## config.mk

```make
export PLATFORM = sky130hd
export DESIGN_NAME = tdc_hit_enc
export DESIGN_NICKNAME = d
export VERILOG_FILES = /design/src/rtl/tdc_pkg.sv /design/src/rtl/tdc_fine_enc.sv /design/src/rtl/tdc_edge_det.sv /design/src/rtl/tdc_pair.sv /design/src/rtl/tdc_skid.sv /design/src/rtl/tdc_hit_enc.sv
export SDC_FILE = /design/constraint.sdc
export NUM_CORES = 1
export LEC_CHECK = 0
export ABC_CLOCK_PERIOD_IN_PS = 6800
export BUFFER_PORTS_ARGS = -buffer_cell sky130_fd_sc_hd__buf_2
export CAP_MARGIN = 15
export CORE_MARGIN = 3
export CORE_UTILIZATION = 49
export CTS_BUF_LIST = sky130_fd_sc_hd__clkbuf_16
export CTS_CLUSTER_DIAMETER = 60
export DETAILED_ROUTE_END_ITERATION = 6
export GPL_ROUTABILITY_DRIVEN = 0
export PLACE_DENSITY = 0.63
export SLEW_MARGIN = 20
export SYNTH_ARGS = -nofsm -noshare
export SYNTH_HDL_FRONTEND = slang
export SYNTH_HIERARCHICAL = 1
export SYNTH_SLANG_ARGS = --single-unit
```

## constraint.sdc

```tcl
create_clock -name clk_i -period 6.8 [get_ports clk_i]
set_input_delay 0.68 -clock clk_i [delete_from_list [all_inputs] [get_ports clk_i]]
set_output_delay 0.68 -clock clk_i [all_outputs]
set_load 0.03 [all_outputs]
```

## src/rtl/tdc_pkg.sv

```systemverilog
package tdc_pkg;
  typedef enum logic [1:0] {
    CLS_ZERO = 2'd0,
    CLS_ONE  = 2'd1,
    CLS_RISE = 2'd2,
    CLS_FALL = 2'd3
  } snap_cls_e;
endpackage

```

## src/rtl/tdc_fine_enc.sv

```systemverilog
module tdc_fine_enc
  import tdc_pkg::*;
#(
  parameter int TAPS   = 64,
  parameter int FINE_W = $clog2(TAPS)
) (
  input  logic [TAPS-1:0]   snap_i,
  output snap_cls_e         cls_o,
  output logic [FINE_W-1:0] fine_o
);
  logic [TAPS-1:0] filt;

  // 3-tap majority bubble filter; end taps pass through
  for (genvar g = 0; g < TAPS; g++) begin : g_filt
    if (g == 0 || g == TAPS-1) begin : g_end
      assign filt[g] = snap_i[g];
    end else begin : g_mid
      assign filt[g] = (snap_i[g-1] & snap_i[g]) | (snap_i[g] & snap_i[g+1]) |
                       (snap_i[g-1] & snap_i[g+1]);
    end
  end

  always_comb begin
    logic found;
    found  = 1'b0;
    fine_o = '0;
    for (int i = 1; i < TAPS; i++) begin
      if (!found && (filt[i] != filt[0])) begin
        fine_o = FINE_W'(i);
        found  = 1'b1;
      end
    end
    if (!found) cls_o = filt[0] ? CLS_ONE : CLS_ZERO;
    else        cls_o = filt[0] ? CLS_RISE : CLS_FALL;
  end
endmodule

```

## src/rtl/tdc_edge_det.sv

```systemverilog
module tdc_edge_det
  import tdc_pkg::*;
#(
  parameter int TAPS     = 64,
  parameter int COARSE_W = 16,
  parameter int FINE_W   = $clog2(TAPS),
  parameter int TS_W     = COARSE_W + FINE_W
) (
  input  logic            clk_i,
  input  logic            rst_ni,
  input  logic [TAPS-1:0] therm_i,
  output logic            evt_vld_o,
  output logic            evt_lead_o,
  output logic [TS_W-1:0] evt_ts_o
);
  logic [COARSE_W-1:0] coarse_q, stamp_q;
  logic [TAPS-1:0]     snap_q;
  snap_cls_e           cls, prev_cls_q;
  logic [FINE_W-1:0]   fine;
  logic                hit_rise, hit_fall;
  logic [TS_W-1:0]     ts;

  tdc_fine_enc #(.TAPS(TAPS), .FINE_W(FINE_W)) u_enc (
    .snap_i (snap_q),
    .cls_o  (cls),
    .fine_o (fine)
  );

  assign hit_rise = (prev_cls_q == CLS_ZERO) && (cls == CLS_RISE);
  assign hit_fall = (prev_cls_q == CLS_ONE)  && (cls == CLS_FALL);
  // fine counts back from the capturing edge
  assign ts = {stamp_q, {FINE_W{1'b0}}} - {{COARSE_W{1'b0}}, fine};

  always_ff @(posedge clk_i or negedge rst_ni) begin
    if (!rst_ni) begin
      coarse_q   <= '0;
      stamp_q    <= '0;
      snap_q     <= '0;
      prev_cls_q <= CLS_ZERO;
      evt_vld_o  <= 1'b0;
      evt_lead_o <= 1'b0;
      evt_ts_o   <= '0;
    end else begin
      coarse_q   <= coarse_q + 1'b1;
      stamp_q    <= coarse_q;
      snap_q     <= therm_i;
      prev_cls_q <= cls;
      evt_vld_o  <= hit_rise | hit_fall;
      evt_lead_o <= hit_rise;
      evt_ts_o   <= ts;
    end
  end
endmodule

```

## src/rtl/tdc_pair.sv

```systemverilog
module tdc_pair #(
  parameter int TS_W     = 22,
  parameter int WID_W    = 15,
  parameter int TOUT_CYC = 256,
  parameter int ERR_W    = 8,
  parameter int AGE_W    = $clog2(TOUT_CYC)
) (
  input  logic             clk_i,
  input  logic             rst_ni,
  input  logic             evt_vld_i,
  input  logic             evt_lead_i,
  input  logic [TS_W-1:0]  evt_ts_i,
  output logic             rec_vld_o,
  output logic [TS_W-1:0]  rec_lead_ts_o,
  output logic [WID_W-1:0] rec_width_o,
  output logic             rec_tout_o,
  output logic [ERR_W-1:0] err_cnt_o
);
  logic             pend_q;
  logic [TS_W-1:0]  lead_q, diff;
  logic [AGE_W-1:0] age_q;
  logic             lead_in, trail_hit, orphan, tout_hit, replace;

  assign lead_in   = evt_vld_i & evt_lead_i;
  assign trail_hit = evt_vld_i & ~evt_lead_i & pend_q;
  assign orphan    = evt_vld_i & ~evt_lead_i & ~pend_q;
  assign tout_hit  = pend_q & ~trail_hit & (age_q == AGE_W'(TOUT_CYC-1));
  // a lead during a flush cycle is not an error: the old one leaves as timeout
  assign replace   = lead_in & pend_q & ~tout_hit;

  assign diff          = evt_ts_i - lead_q;
  assign rec_vld_o     = trail_hit | tout_hit;
  assign rec_lead_ts_o = lead_q;
  assign rec_width_o   = trail_hit ? diff[WID_W-1:0] : '0;
  assign rec_tout_o    = tout_hit;

  always_ff @(posedge clk_i or negedge rst_ni) begin
    if (!rst_ni) begin
      pend_q    <= 1'b0;
      lead_q    <= '0;
      age_q     <= '0;
      err_cnt_o <= '0;
    end else begin
      if (lead_in) begin
        pend_q <= 1'b1;
        lead_q <= evt_ts_i;
        age_q  <= '0;
      end else if (trail_hit || tout_hit) begin
        pend_q <= 1'b0;
      end else if (pend_q) begin
        age_q <= age_q + 1'b1;
      end
      if ((orphan || replace) && (err_cnt_o != {ERR_W{1'b1}}))
        err_cnt_o <= err_cnt_o + 1'b1;
    end
  end
endmodule

```

## src/rtl/tdc_skid.sv

```systemverilog
module tdc_skid #(
  parameter int W = 38
) (
  input  logic         clk_i,
  input  logic         rst_ni,
  input  logic         push_i,
  input  logic [W-1:0] data_i,
  input  logic         ready_i,
  output logic         valid_o,
  output logic [W:0]   data_o
);
  logic [W:0] head_q, skid_q, entry;
  logic       head_v_q, skid_v_q, lost_q;
  logic       pop, full, drop, store;

  assign pop   = head_v_q & ready_i;
  assign full  = head_v_q & skid_v_q;
  assign drop  = push_i & full & ~pop;
  assign store = push_i & ~drop;
  assign entry = {lost_q, data_i};

  assign valid_o = head_v_q;
  assign data_o  = head_q;

  always_ff @(posedge clk_i or negedge rst_ni) begin
    if (!rst_ni) begin
      head_q   <= '0;
      skid_q   <= '0;
      head_v_q <= 1'b0;
      skid_v_q <= 1'b0;
      lost_q   <= 1'b0;
    end else begin
      if (drop)       lost_q <= 1'b1;
      else if (store) lost_q <= 1'b0;

      if (pop) begin
        if (skid_v_q) begin
          head_q <= skid_q;
          if (store) skid_q   <= entry;
          else       skid_v_q <= 1'b0;
        end else if (store) begin
          head_q <= entry;
        end else begin
          head_v_q <= 1'b0;
        end
      end else if (store) begin
        if (!head_v_q) begin
          head_q   <= entry;
          head_v_q <= 1'b1;
        end else begin
          skid_q   <= entry;
          skid_v_q <= 1'b1;
        end
      end
    end
  end
endmodule

```

## src/rtl/tdc_hit_enc.sv

```systemverilog
module tdc_hit_enc #(
  parameter  int TAPS     = 64,
  parameter  int COARSE_W = 16,
  parameter  int TOUT_CYC = 256,
  parameter  int ERR_W    = 8,
  localparam int FINE_W   = $clog2(TAPS),
  localparam int TS_W     = COARSE_W + FINE_W,
  localparam int WID_W    = $clog2(TOUT_CYC + 1) + FINE_W
) (
  input  logic             clk_i,
  input  logic             rst_ni,
  input  logic [TAPS-1:0]  therm_i,
  input  logic             rec_ready_i,
  output logic             rec_valid_o,
  output logic [TS_W-1:0]  rec_lead_ts_o,
  output logic [WID_W-1:0] rec_width_o,
  output logic             rec_tout_o,
  output logic             rec_lost_o,
  output logic [ERR_W-1:0] err_cnt_o
);
  localparam int REC_W = TS_W + WID_W + 1;

  logic             evt_vld, evt_lead;
  logic [TS_W-1:0]  evt_ts, pr_ts;
  logic             pr_vld, pr_tout;
  logic [WID_W-1:0] pr_width;
  logic [REC_W:0]   out_rec;

  tdc_edge_det #(
    .TAPS(TAPS), .COARSE_W(COARSE_W), .FINE_W(FINE_W), .TS_W(TS_W)
  ) u_edge (
    .clk_i      (clk_i),
    .rst_ni     (rst_ni),
    .therm_i    (therm_i),
    .evt_vld_o  (evt_vld),
    .evt_lead_o (evt_lead),
    .evt_ts_o   (evt_ts)
  );

  tdc_pair #(
    .TS_W(TS_W), .WID_W(WID_W), .TOUT_CYC(TOUT_CYC), .ERR_W(ERR_W)
  ) u_pair (
    .clk_i         (clk_i),
    .rst_ni        (rst_ni),
    .evt_vld_i     (evt_vld),
    .evt_lead_i    (evt_lead),
    .evt_ts_i      (evt_ts),
    .rec_vld_o     (pr_vld),
    .rec_lead_ts_o (pr_ts),
    .rec_width_o   (pr_width),
    .rec_tout_o    (pr_tout),
    .err_cnt_o     (err_cnt_o)
  );

  tdc_skid #(.W(REC_W)) u_skid (
    .clk_i   (clk_i),
    .rst_ni  (rst_ni),
    .push_i  (pr_vld),
    .data_i  ({pr_ts, pr_width, pr_tout}),
    .ready_i (rec_ready_i),
    .valid_o (rec_valid_o),
    .data_o  (out_rec)
  );

  assign {rec_lost_o, rec_lead_ts_o, rec_width_o, rec_tout_o} = out_rec;
endmodule

```

==> out/qor.yml <==
die_y_um: 176
netSwitchingPower_uw: 934
drc: 0
dp_worst_setup_slack_ns: 2.29
grt_max_degree: 110
post_cts_resized: 0
ant_nets: 0
antenna_found_initial: 0
clkLatencyLatePin_ns: 0.56
cp_common_cell: "inv_1"
io_buffers: 114
comb_power_share: 0.110
dieArea_mm2: 0.0310
power_density_mw_per_mm2: 226
finalHoldWorstSlack_ns: 0.150
root_buffer: "clkbuf_16"
post-route-min-period_ns: 4.62
cts_tree: "done"
slew_viol_final: 0
holdBufCountCts: 0
clockBufferDepth: 3
multi_input_area_mm2: 0.00726
slowest_stage: "nor3_2"
cp.required_ns: 7.28
worst_slack_ns: 2.18
period_share: 0.679
n_antenna_cell: 0
status: "finished clean"
final_cell_mix: "dfrtp_1 (241), buf_2 (113), o21ai_0 (108), nand2_1 (103), nor2_1 (94)"
clock-sinks: 242
layout-drive-gt1-share: 0.180
synth_top_family_by_area: "compound AO/OA/AOI/OAI gates"
use_met2: 0.345
async_flop_share: 1.00
critPathKind: "flop to flop"
via_count: 11351
area_growth_pct: 11.1
syn_inst: 1482
endpoint_kind: "flop"
grtUsageTotal: 0.211
crit_chain: "inv_2 > o21a_1 > a32oi_1 > nor3_2 > nand4_4 > nor3_1 > a21oi_1 > nand4_1 > inv_1 > ha_1 > inv_1 > or3_1 > nor4bb_1 > xor2_1"
path_clk_slew_ns: 0.06
setup_tns_ns: 0
skew_ns: 0.0288
routed_wl_um: 33100
first_pass_iters: 6
post_synth_xor_area_fraction: 0.0536
cts_buffers: 29
core_mm2: 0.0282
p_leak_uw: 0.00688
synth_fa_ha_area_frac: 0.0286
reg2regPathDepth: 14
use_met3: 0.0245
rows: 61
ys_seq_area_frac: 0.427
overflow: 0
cpPeakStageDelay_ns: 0.82
final_common_cell: "dfrtp_1"
io_pins: 115
die_x_um: 176
arrival_ns: 5.10
htree_levels: 1
rsz0062_at_grt: "no"
syn_nets: 1568
yosys.cell_types.count: 103
place_inst: 1866
synth-edff-count: 0
busiest_layer: "met2"
max_slew.worst_pin.slew_ns: 0.905
yosysWarnings: 6
finalHoldViolCount: 0
pwr-share-seq: 0.440
finish.utilization: 0.560
synth_compound_area_frac: 0.217
startpoint_type: "flop"
clkPwrFrac: 0.450
nFillCells: 2504
vias_per_cell: 5.91
drt_iter0_markers: 1089
wl_per_cell_um: 17.2
synth_area_mm2: 0.0142
grt_pass1_wl_um: 54700
sw_frac_of_total: 0.262
maxCapViolations: 0
grt_pass1_vias: 10749
ys_ff_latch: 242
synth_simple_gate_area_frac: 0.156
setup_viol: 0
post_cts_buffers: 0
internal_power_uw: 2630
avgSynthCellArea_um2: 9.58
hold_path_class: "input pin to asynchronous set/reset pin"
grt.met1_usage: 0.304
muxShareOfSynthArea: 0.0547
peakVddDrop_uv: 180
synthFlopType: "dfrtp_1"
fin_nets: 1606
dp_hpwl_um: 22500
slew_headroom: 0.393
max_freq_mhz: 217
finalNonFillerCells: 1920
initial_utilization: 0.504
ff_latch_area_mm2: 0.00606
cp_max_fo: 53
-- flip-flops by register name, indices dropped and copies added (netlist names), 2 cells and up --
| name | count |
|---|---|
| u_edge/coarse_q | 16 |
| u_edge/evt_ts_o | 22 |
| u_edge/prev_cls_q | 2 |
| u_edge/snap_q | 64 |
| u_edge/stamp_q | 16 |
| u_pair/age_q | 8 |
| u_pair/err_cnt_o | 8 |
| u_pair/rec_lead_ts_o | 22 |
| u_skid/data_o | 39 |
| u_skid/skid_q | 39 |
-- routing by layer --
layer | up-vias | wire length [um]
met2 | 291 | 15400
li1 | 5490 | -
met4 | 0 | 541
met3 | 43 | 1680
met1 | 5527 | 15400
met5 | - | 0
-- path summary, 6_finish.rpt --
kind	from	to	slack (ns)
setup / recovery	u_edge/snap_q[0]	u_edge/evt_ts_o[12]	2.18
hold / removal	rst_ni	u_edge/snap_q[59]	0.15
setup reg to reg	u_edge/snap_q[0]	u_edge/evt_ts_o[12]	2.18
hold reg to reg	u_edge/coarse_q[15]	u_edge/stamp_q[15]	0.40
max in group asynchronous	rst_ni	u_edge/snap_q[39]	5.38
min in group clk_i	therm_i[55]	u_edge/snap_q[55]	0.23
-- Yosys cell counts, types with 12 or more instances --
library cell / instances / area (um^2)
a222oi_1: 39 / 390
a21o_1: 15 / 113
nor2b_1: 15 / 93.8
a31oi_1: 25 / 156
xnor2_1: 50 / 438
mux2_2: 52 / 586
maj3_1: 15 / 150
o211ai_1: 31 / 233
nor3_1: 37 / 185
inv_1: 78 / 293
o21ai_0: 108 / 541
nand2b_1: 51 / 319
xor2_1: 35 / 307
buf_2: 47 / 235
nor2_1: 94 / 353
nand4_1: 12 / 75.1
o22ai_1: 47 / 294
nand2_1: 105 / 394
nand3_1: 23 / 115
clkbuf_1: 46 / 173
dfrtp_1: 242 / 6060
ha_1: 18 / 225
or2b_1: 13 / 97.6
a21oi_1: 51 / 255
a211oi_1: 27 / 203
-- final cells by class --
cell class	count	area share
Clock inverter	24	0.0182
Timing Repair Buffer	124	0.0428
Sequential cell	242	0.384
Multi-Input combinational cell	1044	0.460
Inverter	79	0.0188
Tap cell	378	0.0300
Clock buffer	29	0.0460
-- per-stage QoR --
stage | instance area, um^2 | total power [uW]
after floorplan | 14200 | 1870
after global placement | 14700 | 1980
after detailed placement | 14700 | 1990
after CTS | 15700 | 3620
after global routing | 15800 | 3740
final | 15800 | 3570
-- critical path: cells and delay by family (launching register included) --
family / cells / cell delay (ns)
DFF: 1 / 0.70
AOI/OAI and AO/OA: 3 / 0.50
adders and majority gates: 1 / 0.21
xor gates and xnor gates: 1 / 0.17
buffers and inverters: 3 / 0.62
and+or+nand+nor: 6 / 2.34
-- cell families after synthesis --
group                      after synthesis
AOI/OAI and AO/OA                      439
and+or+nand+nor                        418
DFF                                    242
buffers and inverters                  196
xor gates and xnor gates                86
muxes                                   66
adders and majority gates               35
-- power groups by stage --
| stage | logic (uW) | registers, uW | clock network, uW |
|---|---|---|---|
| floorplan | 330 | 1540 | 0 |
| global placement | 385 | 1590 | 0 |
| detailed placement | 389 | 1600 | 0 |
| CTS | 392 | 1570 | 1660 |
| global route | 440 | 1580 | 1720 |
| finish | 392 | 1570 | 1610 |
No activity file was read; power rests on OpenSTA's default activity.
